<file path="src/rtl/adc_fmt_pkg.sv">
package adc_fmt_pkg;
  typedef enum logic [1:0] {
    FMT_TRUNC8      = 2'b00,
    FMT_RIGHT       = 2'b01,
    FMT_LEFT        = 2'b10,
    FMT_LEFT_SIGNED = 2'b11
  } fmt_mode_e;

  localparam logic [1:0] REG_CTRL = 2'd0;
  localparam logic [1:0] REG_FMT  = 2'd1;
  localparam logic [1:0] REG_HI   = 2'd2;
  localparam logic [1:0] REG_LO   = 2'd3;
endpackage

</file>
<file path="src/rtl/adc_fmt_unit.sv">
module adc_fmt_unit
  import adc_fmt_pkg::*;
#(
  parameter int RES_W  = 10,
  parameter int DATA_W = 8
) (
  input  fmt_mode_e          mode,
  input  logic [RES_W-1:0]   res,
  output logic [DATA_W-1:0]  fmt_hi,
  output logic [DATA_W-1:0]  fmt_lo
);
  localparam int EXTRA_W = RES_W - DATA_W;
  localparam int PAD_W   = DATA_W - EXTRA_W;

  logic [DATA_W-1:0] upper;
  logic [EXTRA_W-1:0] lower;

  assign upper = res[RES_W-1 -: DATA_W];
  assign lower = res[EXTRA_W-1:0];

  always_comb begin
    fmt_hi = '0;
    fmt_lo = '0;
    case (mode)
      FMT_RIGHT: begin
        fmt_hi = {{PAD_W{1'b0}}, res[RES_W-1:DATA_W]};
        fmt_lo = res[DATA_W-1:0];
      end
      FMT_LEFT: begin
        fmt_hi = upper;
        fmt_lo = {lower, {PAD_W{1'b0}}};
      end
      FMT_LEFT_SIGNED: begin
        fmt_hi = {~upper[DATA_W-1], upper[DATA_W-2:0]};
        fmt_lo = {lower, {PAD_W{1'b0}}};
      end
      default: begin
        fmt_hi = '0;
        fmt_lo = upper;
      end
    endcase
  end
endmodule

</file>
<file path="src/rtl/adc_ctrl_regs.sv">
module adc_ctrl_regs
  import adc_fmt_pkg::*;
#(
  parameter int DATA_W = 8
) (
  input  logic              clk,
  input  logic              rst,
  input  logic              wr_ctrl,
  input  logic              wr_fmt,
  input  logic [DATA_W-1:0] wdata,
  input  logic              rd_hi,
  input  logic              rd_lo,
  input  logic              conv_done,
  output logic              en_q,
  output logic              cont_q,
  output fmt_mode_e         mode_q,
  output logic              flag_q,
  output logic              lock_q,
  output logic              store_en
);
  logic blocked;

  assign blocked  = lock_q && (mode_q != FMT_TRUNC8);
  assign store_en = conv_done && en_q && !blocked;

  always_ff @(posedge clk) begin
    if (rst) begin
      en_q   <= 1'b0;
      cont_q <= 1'b0;
      mode_q <= FMT_TRUNC8;
      flag_q <= 1'b0;
      lock_q <= 1'b0;
    end else begin
      if (wr_ctrl) begin
        en_q   <= wdata[0];
        cont_q <= wdata[1];
      end else if (store_en && !cont_q) begin
        en_q <= 1'b0;
      end

      if (wr_fmt)
        mode_q <= fmt_mode_e'(wdata[1:0]);

      if (store_en)
        flag_q <= 1'b1;
      else if (wr_ctrl || rd_lo)
        flag_q <= 1'b0;

      if (rd_lo)
        lock_q <= 1'b0;
      else if (rd_hi && mode_q != FMT_TRUNC8)
        lock_q <= 1'b1;
    end
  end


  store_sets_flag_chk: assert property (@(posedge clk) disable iff (rst)
    (conv_done && en_q && !(lock_q && mode_q != FMT_TRUNC8)) |=> flag_q);


  single_self_clear_chk: assert property (@(posedge clk) disable iff (rst)
    (store_en && !cont_q && !wr_ctrl) |=> !en_q);


  lo_read_clears_flag_chk: assert property (@(posedge clk) disable iff (rst)
    (rd_lo && !conv_done) |=> !flag_q);
endmodule

</file>
<file path="src/rtl/adc_data_regs.sv">
module adc_data_regs #(
  parameter int DATA_W = 8
) (
  input  logic              clk,
  input  logic              rst,
  input  logic              store_en,
  input  logic [DATA_W-1:0] fmt_hi,
  input  logic [DATA_W-1:0] fmt_lo,
  output logic [DATA_W-1:0] hi_q,
  output logic [DATA_W-1:0] lo_q
);
  always_ff @(posedge clk) begin
    if (rst) begin
      hi_q <= '0;
      lo_q <= '0;
    end else if (store_en) begin
      hi_q <= fmt_hi;
      lo_q <= fmt_lo;
    end
  end
endmodule

</file>
<file path="src/rtl/adc_result_fmt.sv">
module adc_result_fmt
  import adc_fmt_pkg::*;
#(
  parameter int RES_W  = 10,
  parameter int DATA_W = 8,
  parameter int ADDR_W = 2
) (
  input  logic              clk,
  input  logic              rst,
  input  logic              wr_en,
  input  logic              rd_en,
  input  logic [ADDR_W-1:0] addr,
  input  logic [DATA_W-1:0] wr_data,
  output logic [DATA_W-1:0] rd_data,
  input  logic              conv_done,
  input  logic [RES_W-1:0]  conv_result,
  output logic              conv_enable,
  output logic              conv_complete
);
  localparam int FLAG_BIT = DATA_W - 1;

  logic              wr_ctrl, wr_fmt, rd_hi, rd_lo;
  logic              en_q, cont_q, flag_q, lock_q, store_en;
  fmt_mode_e         mode_q;
  logic [DATA_W-1:0] fmt_hi, fmt_lo, hi_q, lo_q, rd_mux;

  assign wr_ctrl = wr_en && (addr == ADDR_W'(REG_CTRL));
  assign wr_fmt  = wr_en && (addr == ADDR_W'(REG_FMT));
  assign rd_hi   = rd_en && (addr == ADDR_W'(REG_HI));
  assign rd_lo   = rd_en && (addr == ADDR_W'(REG_LO));

  adc_fmt_unit #(.RES_W(RES_W), .DATA_W(DATA_W)) fmt_u (
    .mode(mode_q), .res(conv_result), .fmt_hi(fmt_hi), .fmt_lo(fmt_lo)
  );

  adc_ctrl_regs #(.DATA_W(DATA_W)) ctrl_u (
    .clk(clk), .rst(rst), .wr_ctrl(wr_ctrl), .wr_fmt(wr_fmt), .wdata(wr_data),
    .rd_hi(rd_hi), .rd_lo(rd_lo), .conv_done(conv_done),
    .en_q(en_q), .cont_q(cont_q), .mode_q(mode_q), .flag_q(flag_q),
    .lock_q(lock_q), .store_en(store_en)
  );

  adc_data_regs #(.DATA_W(DATA_W)) data_u (
    .clk(clk), .rst(rst), .store_en(store_en),
    .fmt_hi(fmt_hi), .fmt_lo(fmt_lo), .hi_q(hi_q), .lo_q(lo_q)
  );

  always_comb begin
    rd_mux = '0;
    case (addr)
      ADDR_W'(REG_CTRL): begin
        rd_mux[FLAG_BIT] = flag_q;
        rd_mux[1]        = cont_q;
        rd_mux[0]        = en_q;
      end
      ADDR_W'(REG_FMT): rd_mux[1:0] = mode_q;
      ADDR_W'(REG_HI):  rd_mux = hi_q;
      default:          rd_mux = lo_q;
    endcase
  end

  always_ff @(posedge clk) begin
    if (rst)
      rd_data <= '0;
    else if (rd_en)
      rd_data <= rd_mux;
  end

  assign conv_enable   = en_q;
  assign conv_complete = flag_q;


  idle_data_hold_chk: assert property (@(posedge clk) disable iff (rst)
    !en_q |=> ($stable(hi_q) && $stable(lo_q)));


  lock_blocks_store_chk: assert property (@(posedge clk) disable iff (rst)
    (lock_q && mode_q != FMT_TRUNC8) |=> ($stable(hi_q) && $stable(lo_q)));


  rdata_hold_chk: assert property (@(posedge clk) disable iff (rst)
    !rd_en |=> $stable(rd_data));
endmodule

</file>
<file path="config.mk">
export PLATFORM = sky130hd
export DESIGN_NAME = adc_result_fmt
export DESIGN_NICKNAME = d
export VERILOG_FILES = /design/src/rtl/adc_fmt_pkg.sv /design/src/rtl/adc_fmt_unit.sv /design/src/rtl/adc_ctrl_regs.sv /design/src/rtl/adc_data_regs.sv /design/src/rtl/adc_result_fmt.sv
export SDC_FILE = /design/constraint.sdc
export NUM_CORES = 1
export LEC_CHECK = 0
export BUFFER_PORTS_ARGS = -buffer_cell sky130_fd_sc_hd__buf_4
export CAP_MARGIN = 20
export CORE_UTILIZATION = 35
export DETAILED_ROUTE_END_ITERATION = 10
export MAX_ROUTING_LAYER = met4
export PLACE_DENSITY = 0.57
export SETUP_SLACK_MARGIN = 0.02
export SLEW_MARGIN = 40
export SYNTH_ARGS = -nofsm -noshare
export SYNTH_HDL_FRONTEND = slang
export SYNTH_HIERARCHICAL = 1
export SYNTH_SLANG_ARGS = --single-unit
</file>
<file path="constraint.sdc">
create_clock -name clk -period 1.45 [get_ports clk]
set_clock_uncertainty 0.1 [all_clocks]
set_input_delay 0.29 -clock clk [delete_from_list [all_inputs] [get_ports clk]]
set_output_delay 0.29 -clock clk [all_outputs]
set_load 0.03 [all_outputs]
</file>
[Yosys cells after proc, flatten, opt, wreduce, memory -nomap -nowiden]
Cells that the tools add are included.
Word-level totals
  register bits: 30
Operators by class
  multiplexer cells: 9
  bitwise gates (word level): 1
  equal/unequal tests: 6
  reductions and logical operators: 19
Operators by type and width (count)
  $pmux 8 s3: 1
  $pmux 8 s2: 1
  $pmux 5 s2: 1
  $logic_and 1x1->1: 9
  $eq 2x2->1 const B: 4
  $pmux 2 s3: 1
  $reduce_bool 2->1: 3
  $reduce_or 2->1: 3
  $eq 2x1->1 const B: 2
  $mux 1: 4
  $pmux 1 s3: 1
  $logic_not 1->1: 2
  $logic_not 2->1: 1
  $logic_or 1x1->1: 1
  $not 1->1: 1

[Logic depth before layout (Yosys ltp)]
  depth in word-level cells: 7
  gate-level depth with buffers: 6
  depth with buffers taken out: 4

[Modules after synthesis]
The synthesis kept the hierarchy.
By module, submodules not included
  adc_data_regs: instances 1, cells each 52, area each 580.6 µm²
  adc_result_fmt: instances 1, cells each 49, area each 461.7 µm²
  adc_ctrl_regs: instances 1, cells each 23, area each 227.7 µm²
  adc_fmt_unit: instances 1, cells each 31, area each 227.7 µm²

[Worst setup path before layout]
OpenSTA, ideal clock, no wires.
  path type: register to register
  start point: register ctrl_u.mode_q[0]
  end point: register data_u.lo_q[6]
  stages on the path, launching flop included: 7
  buffers on the path: 2
  slack: -5 ps
  data arrival time: 1238 ps
  data required time: 1233 ps
  cells stage by stage: dfxtp_1 o21ai_0 and3_1 buf_6 buf_12 mux2i_1 nor2_1
On the way
  cells in the longest elaborated chain, start to end: 4
  elaborated cells on any way between the ends: 9
RTL lines
  from (decl): line adc_ctrl_regs.sv:16  | output fmt_mode_e mode_q,
  from (signal assigned): line adc_ctrl_regs.sv:42  | mode_q <= fmt_mode_e'(wdata[1:0]);
  $reduce_bool 2->1: line adc_ctrl_regs.sv:23  | assign blocked = lock_q && (mode_q != FMT_TRUNC8);
  $logic_and 1x1->1: line adc_ctrl_regs.sv:23
  $logic_not 1->1: line adc_ctrl_regs.sv:24  | assign store_en = conv_done && en_q && !blocked;
  $logic_and 1x1->1: line adc_ctrl_regs.sv:24
  net store_en: line adc_result_fmt.sv:23  | logic en_q, cont_q, flag_q, lock_q, store_en;
  to (signal assigned): line adc_data_regs.sv:18  | lo_q <= fmt_lo;
  to (decl): line adc_data_regs.sv:10  | output logic [DATA_W-1:0] lo_q
The timed path passes the listed nets, and every way through them passes these cells.
A chain may end at the register's enable or synchronous reset.

[Final worst setup path]
  start point: register ctrl_u.mode_q[1]
  end point: register data_u.hi_q[4]
On the way
  cells in the longest elaborated chain, start to end: 4
  elaborated cells on any way between the ends: 8
RTL lines
  $reduce_bool 2->1: line adc_ctrl_regs.sv:23
  $logic_and 1x1->1: line adc_ctrl_regs.sv:23
  $logic_not 1->1: line adc_ctrl_regs.sv:24
  $logic_and 1x1->1: line adc_ctrl_regs.sv:24
  net store_en: line adc_result_fmt.sv:23
  to (signal assigned): line adc_data_regs.sv:17  | hi_q <= fmt_hi;
  to (decl): line adc_data_regs.sv:9  | output logic [DATA_W-1:0] hi_q,
The timed path passes the listed nets, and every way through them passes these cells.

==> metrics <==
TritonCTS Buffers=5; Die H=67.4 um; drt first pass iters=4; Area Growth Syn to Fin=28.0%; worst path cell trace=o21ai_4 > and3_4 > clkbuf_16 > mux2i_1 > nor2_1; Achievable Freq=0.730 GHz; syn nets=180; hold wc startpoint=conv_done; WL per Instance=13.9 um; RR Endpoint=data_u/hi_q[4]; CTS max path bufs=2; GR Util All Layers=17.1%; internal power=1.40 mW; Synth cell types=30; worst hold path stage count=2; Hold WC Path Type=in -> reg; clock root buffer=clkbuf_8; die width=67.4 um; Post-CTS Hold Buffers=0; critical path required time=1520 ps; fin crit share=94.5%; Sw Ratio=22.5%; Post-DP HPWL=2280 um; Slew @ Worst Pin=298 ps; top post-synthesis cells by area=dfxtp_1, mux2i_1, nor2_1; metal2 WL=1530 um; # rows=23; CP Max Fanout=8; outcome=complete, no violations; Arrival @ worst endpoint=1440 ps; Setup Total Neg Slack=0 ps; total congestion overflow=0; core region area=4060 um^2; reg2reg setup slack=80 ps; layout net count=212; ANT cells=0; family with the most delay on the worst path=flip-flops; Initial Util=36.9%; share of the synthesized area in the top cell type=40.1%; port buffer count=28; # H-tree levels=2; CP Capture Type=flip-flop; Final Hold Vio Count=0; Logic pwr share=9.6%; final-report max-slew violation count=0; CTS tree=done; Final Power=1.80 mW; clock sink total=30; DRC violations left=0; r2r startpoint=ctrl_u/mode_q[1]; CP bufs+invs=1; Syn Area/Cell=9.66 um^2; fillers=390; routability cong.=0.787; wire length on met1=1570 um; vias in the first global route=1,191; FFs w/ async S/R, synth=0%; Synth Warn #=6; clock share of power=43.9%; Net Switching=0.406 mW; die area=4540 um^2; Max-slew headroom=80.1%; Main synth FF type=dfxtp_1; WS Path Type=reg -> reg; first-pass GRT wire length=5510 um; FF-to-FF path depth=5; unrepaired setup endpoints after global routing=false; DRT Wirelength=3310 um; layout cell share with drive strength beyond 1=30.3%; pwr dens=940 nW/um^2; number of I/O pins=35; Post-Synthesis Cell Area=1500 um^2; Final setup viols=0; Worst Hold Path EP=ctrl_u/en_q; Syn Inst Count=155; min Tclk post-route=1370 ps; Crit path largest cell delay=360 ps; CP Launch Point=ctrl_u/mode_q[1]; leakage=0.768 nW; initial antenna violation count=0; Max Cap Viol=0; flops & latches, synth=30; Post-synth EDFFs=0; CTS clk-pin slew, worst paths=60 ps; vias per std cell=4.93; Slowest-stage cell, CP=dfxtp_4; Initial DRC Count=52; peak supply drop=0.000496 V; Final ANT Viol Nets=0; top sig layer=met4; final core utilization=47.2%; post-synthesis sequential area ratio=40.1%; sequential share of power=46.6%; met3 wire length=160 um; cell taking the most area after synthesis=dfxtp_1; clk_lat worst skew=290 ps; vias=1,174; pin count of the biggest net entering global routing=31; Worst Setup Start Kind=flip-flop
==> sequential cells by signal, summed over array words and instances (netlist names) <==
signal	cells
ctrl_u/flag_q	1
ctrl_u/mode_q	2
ctrl_u/en_q	1
ctrl_u/cont_q	1
ctrl_u/lock_q	1
data_u/hi_q	8
rd_data	8
data_u/lo_q	8
==> final cells by class <==
cell class,count,area [um^2],share of cell area (%)
Sequential cell,30,607,31.7
Timing Repair Buffer,37,312,16.3
Multi-Input combinational cell,112,822,42.9
Tap cell,50,62.6,3.26
Inverter,1,3.75,0.196
Clock buffer,8,110,5.74
==> cells in the final DEF, fill, tap and decap left out, types with 2 or more instances in the layout <==
cell type  Yosys  routed
mux4_1         2       2
a22o_1         2       2
and2_1         7       7
dfxtp_2        0       2
nor2_1        36      36
nand2_1        2       2
dfxtp_1       30      27
o21ai_1        2       2
mux2_2         5       5
buf_4          1      34
a21oi_1        5       5
clkbuf_8       0       8
nor2b_1        6       6
mux2i_1       31      30
==> cells by family after synthesis <==
kind of cell | count (synthesis) | share of synthesized area [%]
and+or+nand+nor | 58 | 18.5
muxes | 38 | 28.0
xor gates and xnor gates | 1 | 0.585
AOI/OAI and AO/OA | 15 | 6.52
DFF | 30 | 40.1
buffers and inverters | 13 | 6.35
==> routing by layer <==
metal | global-route usage, % | vias up
met5 | - | -
met4 | 6.38 | 0
met3 | 5.07 | 5
met2 | 26.9 | 25
met1 | 20.5 | 552
li1 | - | 592
==> stage by stage <==
step | setup WS [ps] | std cells | hold slack, ps | instance area (um^2)
after floorplan | 17.0 | 155 | 255 | 1500
after global placement | 37.8 | 228 | 344 | 1750
after detailed placement | 21.5 | 228 | 357 | 1750
after CTS | 24.8 | 236 | 104 | 1860
after global routing | 25.8 | 238 | 115 | 1920
final | 80.4 | 238 | 110 | 1920
==> worst max-delay path by stage <==
stage,endpoint,cells after the start
after floorplan,ctrl_u/en_q,4
final,data_u/hi_q[4],5
after global placement,rd_data[1],4
after detailed placement,rd_data[1],4
after CTS,data_u/hi_q[0],5
after global routing,data_u/lo_q[1],5
==> power groups by stage <==
| stage | sequential (mW) | clock (mW) | combinational, mW |
|---|---|---|---|
| after floorplan | 0.860 | 0 | 0.0933 |
| after global placement | 0.856 | 0 | 0.165 |
| after detailed placement | 0.856 | 0 | 0.169 |
| after CTS | 0.838 | 0.804 | 0.169 |
| after global routing | 0.839 | 0.835 | 0.188 |
| final | 0.839 | 0.790 | 0.172 |
==> synthesized netlist by cell type, types with 2 or more instances <==
master / instances
nor2_1: 36
mux2i_1: 31
dfxtp_1: 30
and2_1: 7
nor2b_1: 6
a21oi_1: 5
mux2_2: 5
buf_2: 3
buf_6: 3
a22o_1: 2
and3_1: 2
buf_1: 2
clkbuf_1: 2
mux4_1: 2
nand2_1: 2
o21ai_0: 2
o21ai_1: 2
==> repair_timing <==
action / CTS / global route
gates resized for setup: 0 / 8
setup buffers: 0 / 1
endpoints found under the setup margin: 0 / 16
==> worst reg2reg max path, cell delays in order, from the launching register on <==
cell       delay, ps
dfxtp_4          360
o21ai_4          150
and3_4           230
clkbuf_16        170
mux2i_1          190
nor2_1            50
Note: power is estimated with default switching activity, not from simulation.
